File: src/rtl/burst_pkg.sv
package burst_pkg;
    localparam int CNT_W     = 2;
    localparam int BURST_LEN = 1 << CNT_W;

    typedef enum logic {
        ST_IDLE  = 1'b0,
        ST_BURST = 1'b1
    } burst_state_t;

    typedef enum logic {
        ORD_LINEAR     = 1'b0,
        ORD_INTERLEAVE = 1'b1
    } order_t;
endpackage

File: src/rtl/burst_seq_fsm.sv
module burst_seq_fsm
    import burst_pkg::*;
#(
    parameter int SEQ_W = CNT_W
) (
    input  logic             clk,
    input  logic             rst_n,
    input  logic             proc_strobe,
    input  logic             ctrl_strobe,
    input  logic             advance,
    output logic             load_en,
    output logic             active,
    output logic [SEQ_W-1:0] seq_cnt
);
    burst_state_t state_q, state_d;
    logic         step_en;

    // Processor strobe first, controller strobe second: both capture the same address.
    assign load_en = proc_strobe | ctrl_strobe;
    assign step_en = !load_en && advance && (state_q == ST_BURST);

    always_comb begin
        state_d = state_q;
        unique case (state_q)
            ST_IDLE:  if (load_en) state_d = ST_BURST;   // OPEN
            ST_BURST: state_d = ST_BURST;                // RELOAD / STEP / WAIT
            default:  state_d = ST_IDLE;
        endcase
    end

    always_ff @(posedge clk) begin
        if (!rst_n) state_q <= ST_IDLE;
        else        state_q <= state_d;
    end

    always_ff @(posedge clk) begin
        if (!rst_n)       seq_cnt <= '0;
        else if (load_en) seq_cnt <= '0;
        else if (step_en) seq_cnt <= seq_cnt + 1'b1;
    end

    assign active = (state_q == ST_BURST);

    assert_load_clears_R2: assert property (@(posedge clk) disable iff (!rst_n)
        (proc_strobe || ctrl_strobe) |=> (seq_cnt == '0) && active);

    assert_strobe_beats_step_R3: assert property (@(posedge clk) disable iff (!rst_n)
        (proc_strobe && advance) |=> (seq_cnt == '0));

    assert_step_increments_R4: assert property (@(posedge clk) disable iff (!rst_n)
        (active && !proc_strobe && !ctrl_strobe && advance)
        |=> (seq_cnt == SEQ_W'($past(seq_cnt) + 1'b1)));

    assert_wait_holds_R8: assert property (@(posedge clk) disable iff (!rst_n)
        (!proc_strobe && !ctrl_strobe && !advance) |=> $stable(seq_cnt));

    assert_idle_ignores_step_R10: assert property (@(posedge clk) disable iff (!rst_n)
        (!active && !proc_strobe && !ctrl_strobe) |=> (!active && seq_cnt == '0));
endmodule

File: src/rtl/burst_base_reg.sv
module burst_base_reg
    import burst_pkg::*;
#(
    parameter int ADDR_W = 21
) (
    input  logic              clk,
    input  logic              rst_n,
    input  logic              load_en,
    input  logic [ADDR_W-1:0] addr_in,
    input  logic              ilv_mode,
    output logic [ADDR_W-1:0] base_q,
    output order_t            mode_q
);
    always_ff @(posedge clk) begin
        if (!rst_n) begin
            base_q <= '0;
            mode_q <= ORD_LINEAR;
        end else if (load_en) begin
            base_q <= addr_in;
            mode_q <= ilv_mode ? ORD_INTERLEAVE : ORD_LINEAR;
        end
    end

    assert_base_fixed_R7: assert property (@(posedge clk) disable iff (!rst_n)
        !load_en |=> $stable(base_q));

    assert_mode_fixed_R11: assert property (@(posedge clk) disable iff (!rst_n)
        !load_en |=> $stable(mode_q));
endmodule

File: src/rtl/burst_order.sv
module burst_order
    import burst_pkg::*;
#(
    parameter int SEQ_W = CNT_W
) (
    input  order_t           mode,
    input  logic [SEQ_W-1:0] base_lo,
    input  logic [SEQ_W-1:0] seq_cnt,
    output logic [SEQ_W-1:0] addr_lo
);
    logic [SEQ_W-1:0] lin_lo;
    logic [SEQ_W-1:0] ilv_lo;

    // Linear: truncating add wraps inside the aligned group.
    assign lin_lo = base_lo + seq_cnt;
    assign ilv_lo = base_lo ^ seq_cnt;

    always_comb begin
        unique case (mode)
            ORD_LINEAR:     addr_lo = lin_lo;
            ORD_INTERLEAVE: addr_lo = ilv_lo;
            default:        addr_lo = lin_lo;
        endcase
    end
endmodule

File: src/rtl/burst_addr_gen.sv
module burst_addr_gen
    import burst_pkg::*;
#(
    parameter int ADDR_W = 21
) (
    input  logic              clk,
    input  logic              rst_n,
    input  logic              proc_strobe,
    input  logic              ctrl_strobe,
    input  logic              advance,
    input  logic              ilv_mode,
    input  logic [ADDR_W-1:0] addr_in,
    output logic [ADDR_W-1:0] addr_out,
    output logic [1:0]        burst_pos
);
    localparam int HI_W = ADDR_W - CNT_W;

    logic              load_en;
    logic              active;
    logic [CNT_W-1:0]  seq_cnt;
    logic [ADDR_W-1:0] base_q;
    order_t            mode_q;
    logic [CNT_W-1:0]  addr_lo;

    burst_seq_fsm #(.SEQ_W(CNT_W)) u_fsm (
        .clk         (clk),
        .rst_n       (rst_n),
        .proc_strobe (proc_strobe),
        .ctrl_strobe (ctrl_strobe),
        .advance     (advance),
        .load_en     (load_en),
        .active      (active),
        .seq_cnt     (seq_cnt)
    );

    burst_base_reg #(.ADDR_W(ADDR_W)) u_base (
        .clk      (clk),
        .rst_n    (rst_n),
        .load_en  (load_en),
        .addr_in  (addr_in),
        .ilv_mode (ilv_mode),
        .base_q   (base_q),
        .mode_q   (mode_q)
    );

    burst_order #(.SEQ_W(CNT_W)) u_order (
        .mode    (mode_q),
        .base_lo (base_q[CNT_W-1:0]),
        .seq_cnt (seq_cnt),
        .addr_lo (addr_lo)
    );

    assign addr_out  = {base_q[ADDR_W-1:CNT_W], addr_lo};
    assign burst_pos = seq_cnt;

    assert_capture_upper_R2: assert property (@(posedge clk) disable iff (!rst_n)
        (proc_strobe || ctrl_strobe)
        |=> (addr_out[ADDR_W-1:CNT_W] == $past(addr_in[ADDR_W-1:CNT_W])));

    assert_upper_steady_R7: assert property (@(posedge clk) disable iff (!rst_n)
        (!proc_strobe && !ctrl_strobe) |=> $stable(addr_out[ADDR_W-1:CNT_W]));

    assert_wait_address_R8: assert property (@(posedge clk) disable iff (!rst_n)
        (!proc_strobe && !ctrl_strobe && !advance) |=> $stable(addr_out));

    assert_idle_zero_R10: assert property (@(posedge clk) disable iff (!rst_n)
        (!active && !proc_strobe && !ctrl_strobe) |=> (addr_out == '0));

    initial begin
        assert_width_ok: assert (HI_W > 0);
    end
endmodule

File: config.mk
export PLATFORM = sky130hd
export DESIGN_NAME = burst_addr_gen
export DESIGN_NICKNAME = d
export VERILOG_FILES = /design/src/rtl/burst_pkg.sv /design/src/rtl/burst_seq_fsm.sv /design/src/rtl/burst_base_reg.sv /design/src/rtl/burst_order.sv /design/src/rtl/burst_addr_gen.sv
export SDC_FILE = /design/constraint.sdc
export NUM_CORES = 1
export LEC_CHECK = 0
export BUFFER_PORTS_ARGS = -buffer_cell sky130_fd_sc_hd__buf_2
export CAP_MARGIN = 0
export CORE_MARGIN = 2
export CORE_UTILIZATION = 44
export DETAILED_ROUTE_END_ITERATION = 8
export PLACE_DENSITY = 0.77
export SYNTH_ARGS = -nofsm -noshare
export SYNTH_HDL_FRONTEND = slang
export SYNTH_HIERARCHICAL = 1
export SYNTH_SLANG_ARGS = --single-unit
File: constraint.sdc
create_clock -name clk -period 1.3 [get_ports clk]
set_clock_uncertainty 0.05 [all_clocks]
set_input_delay 0.065 -clock clk [delete_from_list [all_inputs] [get_ports clk]]
set_output_delay 0.065 -clock clk [all_outputs]
set_load 0.01 [all_outputs]
---- After elaboration in Yosys (flattened, before gate mapping) ----
Index checks and enable logic that the tools add are counted.
W data, S select, Z words.
storage, ports and cells
  flip-flop bits (word level) ............. 25
  latch bits .............................. 0
  memory bits (writable) .................. 0
  ROM bits ................................ 0
  output and inout port bits .............. 23
  logic and storage cells ................. 19
  memories ................................ 0
operators by class
  add/subtract/negate cells ............... 2
  multipliers ............................. 0
  divide/modulo/power cells ............... 0
  magnitude comparators ................... 0
  eq/ne operators ......................... 0
  shifts and indexed selects .............. 0
  muxes and demuxes ....................... 4
  bitwise operators ....................... 5
  reduce and logical (&&, ||, !) cells .... 4
operators by type and width
  cell                   count
  $pmux W2 S2            1
  $not A1 Y1             3
  $add A2 B1 Y2 const B  1
  $add A2 B2 Y2          1
  $logic_and A1 B1 Y1    2
  $mux W1                2
  $pmux W1 S2            1
  $reduce_or A2 Y1       1
  $xor A2 B2 Y2          1
  $logic_not A1 Y1       1
  $or A1 B1 Y1           1

---- Depth between registers and ports, before layout ----
  depth after elaboration ................. 4
  gate-level depth with buffers ........... 5
  depth with buffers taken out ............ 3

---- By module ----
The synthesis kept the hierarchy.
modules (own cells, without submodules)
  module          instances  cells an instance  area an instance (um2)  seq. area each (um2)
  burst_base_reg  1          71                 857.1                   440.4
  burst_seq_fsm   1          13                 142.6                   60.1
  burst_order     1          4                  36.3                    0.0

---- Least setup slack after synthesis ----
No wires, ideal clock.
  path type ............................... flip-flop to output port
  from .................................... reg u_fsm.seq_cnt[0]
  to ...................................... out addr_out[1]
  data arrival time ....................... 891 ps
  slack ................................... 294 ps
  stages on the path, launching flop included .. 4
  cell sequence ........................... dfxtp_1 ha_1 nor2b_1 xnor2_1
on the way
  longest elaborated chain between the ends .. 2
ends and longest elaborated chain
  what                    line                  RTL
  start, declared         burst_seq_fsm.sv:13   output logic [SEQ_W-1:0] seq_cnt
  start signal, assigned  burst_seq_fsm.sv:39   else if (step_en) seq_cnt <= seq_cnt + 1'b1;
  $add A2 B2 Y2           burst_order.sv:15     assign lin_lo = base_lo + seq_cnt;
  $pmux W2 S2             burst_order.sv:19     unique case (mode)
  end, declared           burst_addr_gen.sv:13  output logic [ADDR_W-1:0] addr_out,
No other way between the ends.

---- Final worst setup path ----
Ends and elaborated chain as after synthesis.

==> results.md <==
* Status: finished, violations left
* Violated checks: negative setup slack
* P_sw at 0.355 mW
* Seq. cell area at about 510 um2
* Synth unique cells at 18
* Layout cells sized above 1 at 0.381
* Final Hold Vio Count at 0
* Fin Hold WS at between 0.005 and 0.006 ns
* Power per cell area at approximately 930 nW/um2
* Internal power at about 1.1 mW
* Lkg Pwr at approximately 0.8 nW
* CP required at 1.19 ns
* Seq cells post-synth at 25
* Worst vdd ir at approximately 0.81 mV
* CP Data Arrival Time at between 1 and 1.5 ns
* Overflow after GRT at 0
* Drc violations at 0
* Type of the most critical hold path: input port to register
* Post-route minimum period at approximately 1.3 ns
* Share of power burned in registers at 0.581
* Tightest Pin Transition at ~0.33 ns
* IO Port Bufs at 49
* HPWL Detailed at ~1400 um
* Area growth syn-to-layout at 49.2%
* Via density at 4.47
* Drt first-iter violations at 2
* Clock sink total at 25
* Post-synthesis cell area at just over 1000 um2
* Number of antenna violations at the first check in global routing at 0
* Crit path launch type: register
* Relative slew slack at 0.780
* H-Tree Depth at 1
* Insertion delay to the later sink of the worst-skew pair at about 0.3 ns
* # rows at 17
* Drt first pass iters at 3
* Post-place instance area at ~1300 um2
* Largest net degree at the start of global routing at 27
* Initial core utilization at 0.468
* Post-DRT Antenna Nets at 0
* Clk slew on worst S/H paths at between 0.1 and 0.15 ns
* RSZ-0062 raised after global routing: yes
* Fin nets at ~190
* Final setup margin at -0.0183 ns
* Post-route cell area at between 1500 and 2000 um2
* Root Buffer: clkbuf_4
* Die X at 52.5 um
* Inserted Diodes at 0
* Share of total power in the clock network at 0.229
* Die area at about 2800 um2
* Footprint of the multi-input gates at approximately 490 um2
* # IOs at 50
* Setup crit end kind: output pin
* Fillcell total at between 150 and 200
* Total CTS buffers at 3
* Switching share of power at 0.246
* Comb power frac at 0.190
* GRT Total Usage at 0.166
* WL/cell at 11.5 um
* Placer Congestion at approximately 0.7
* Fmax at ~0.76 GHz
* First-pass GRT wire length at approximately 3400 um
* Yosys warning count at 6
* Period utilisation layout at 1.01
* Seq/Total Area, Yosys at 0.483
* Syn_area_per_cell at about 12 um2
* Worst setup path class: register to output pin
* Final setup fails at 1
* Max_cap viols at 0
* CORE AREA at 2210 um2
* Die Ht at 52.5 um
* Vias in the first global route at between 800 and 900
* Post-CTS Setup Bufs at 0
* Max Slew Vio Count at 0
* Max FO, Critical Path at 5
* Routed wire length at 2150 um
* Cells after Synth at around 90
* CTS tree: done
* Via count at 840
* Post-Syn Nets at between 100 and 150
* Max clock buf depth at 2
## cell usage after synthesis
| library cell | count | area, um2 |
|---|---|---|
| mux2i_1 | 22 | 220 |
| nand3_1 | 1 | 5.00 |
| a211oi_2 | 1 | 12.5 |
| nor4b_1 | 1 | 8.76 |
| nor4bb_1 | 1 | 10.0 |
| a21bo_2 | 1 | 10.0 |
| nor2b_1 | 23 | 144 |
| buf_6 | 1 | 11.3 |
| dfxtp_1 | 25 | 500 |
| clkbuf_1 | 2 | 7.51 |
| nand3b_1 | 1 | 7.51 |
| ha_1 | 1 | 12.5 |
| or2_1 | 1 | 6.26 |
| mux2_1 | 1 | 11.3 |
| buf_12 | 2 | 40.0 |
| xnor2_1 | 2 | 17.5 |
| inv_1 | 1 | 3.75 |
| o21a_1 | 1 | 7.51 |
## what timing repair did
item / 4_1_cts / 5_1_grt
endpoints found under the setup margin: 1 / 1
gates resized for setup: 6 / 1
endpoints found under the hold margin: 22 / 0
hold buffers: 22 / 0
gates cloned: 0 / 0
pin swaps: 2 / 1
## layout by cell type (no fill, tap or decap), types with 2 or more instances in the layout
cell type      instances
clkbuf_4               3
buf_2                 49
nor2b_1               22
buf_4                  2
mux2i_1               22
dfxtp_1               23
dlygate4sd3_1         22
xnor2_1                2
## state kept, by name, summed over array words and instances (netlist names)
register and flops:
u_fsm/seq_cnt 2, u_base/base_q 21, u_base/mode_q 1, u_fsm/active 1
## power by group through the flow
stage	sequential, mW	combinational, mW	clock [mW]
2_1_floorplan	0.871	0.120	0
3_3_place_gp	0.851	0.216	0
3_5_place_dp	0.852	0.223	0
4_1_cts	0.839	0.274	0.343
5_1_grt	0.844	0.301	0.378
6_report	0.838	0.274	0.331
## kinds of logic (layout without fill, tap and decap cells)
kind of cell    count (synthesis)  count (layout)  synth area share
simple gates                   28              28             0.175
flops                          25              25             0.483
compound gates                  3               3            0.0290
buf+inv                         6              78            0.0604
mux                            23              23             0.223
xor+xnor                        2               2            0.0169
fa+ha+maj                       1               1            0.0121
## stage by stage
| stage | TNS [ns] | power, mW | util | std cells | setup slack [ns] |
|---|---|---|---|---|---|
| 2_1_floorplan | 0 | 0.991 | - | 88 | 0.294 |
| 3_3_place_gp | 0 | 1.07 | 0.575 | 162 | 0.289 |
| 3_5_place_dp | 0 | 1.08 | 0.575 | 162 | 0.234 |
| 4_1_cts | -0.0354 | 1.46 | 0.697 | 188 | -0.0354 |
| 5_1_grt | -0.0884 | 1.52 | 0.699 | 188 | -0.0884 |
| 6_report | -0.0183 | 1.44 | 0.699 | 188 | -0.0183 |
## layer usage
metal  wire length, um  up-vias  track usage
li1                  -      436            -
met1               873      375        0.171
met2              1150       29        0.346
met3               129        0       0.0171
met4                 0        0       0.0385
met5                 0        -            0
## layout make-up
type | instances | area share
Sequential cell | 25 | 0.327
Timing Repair Buffer | 73 | 0.311
Inverter | 1 | 0.00243
Clock buffer | 3 | 0.0146
Multi-Input combinational cell | 57 | 0.319
Tap cell | 28 | 0.0227
Clock inverter | 1 | 0.00324
## worst paths after layout
path / startpoint / cells after the start / slack (ns) / to
worst max-delay path: u_fsm/seq_cnt[0]$_SDFFE_PP0P_ / 4 / -0.02 / addr_out[1]
worst max register to register: u_fsm/active$_SDFF_PN0_ / 2 / 0.35 / u_fsm/seq_cnt[1]$_SDFFE_PP0P_
worst min register to register: u_base/base_q[17]$_SDFFE_PN0P_ / 2 / 0.48 / u_base/base_q[17]$_SDFFE_PN0P_
worst min-delay path: advance / 3 / 0.005 / u_fsm/seq_cnt[0]$_SDFFE_PP0P_
## critical path: stages (launching register included)
cell and delay (ns):
dfxtp_4 0.38, ha_4 0.15, nor2b_4 0.11, xnor2_1 0.11, buf_2 0.14
(Power assumes the default switching activity.)
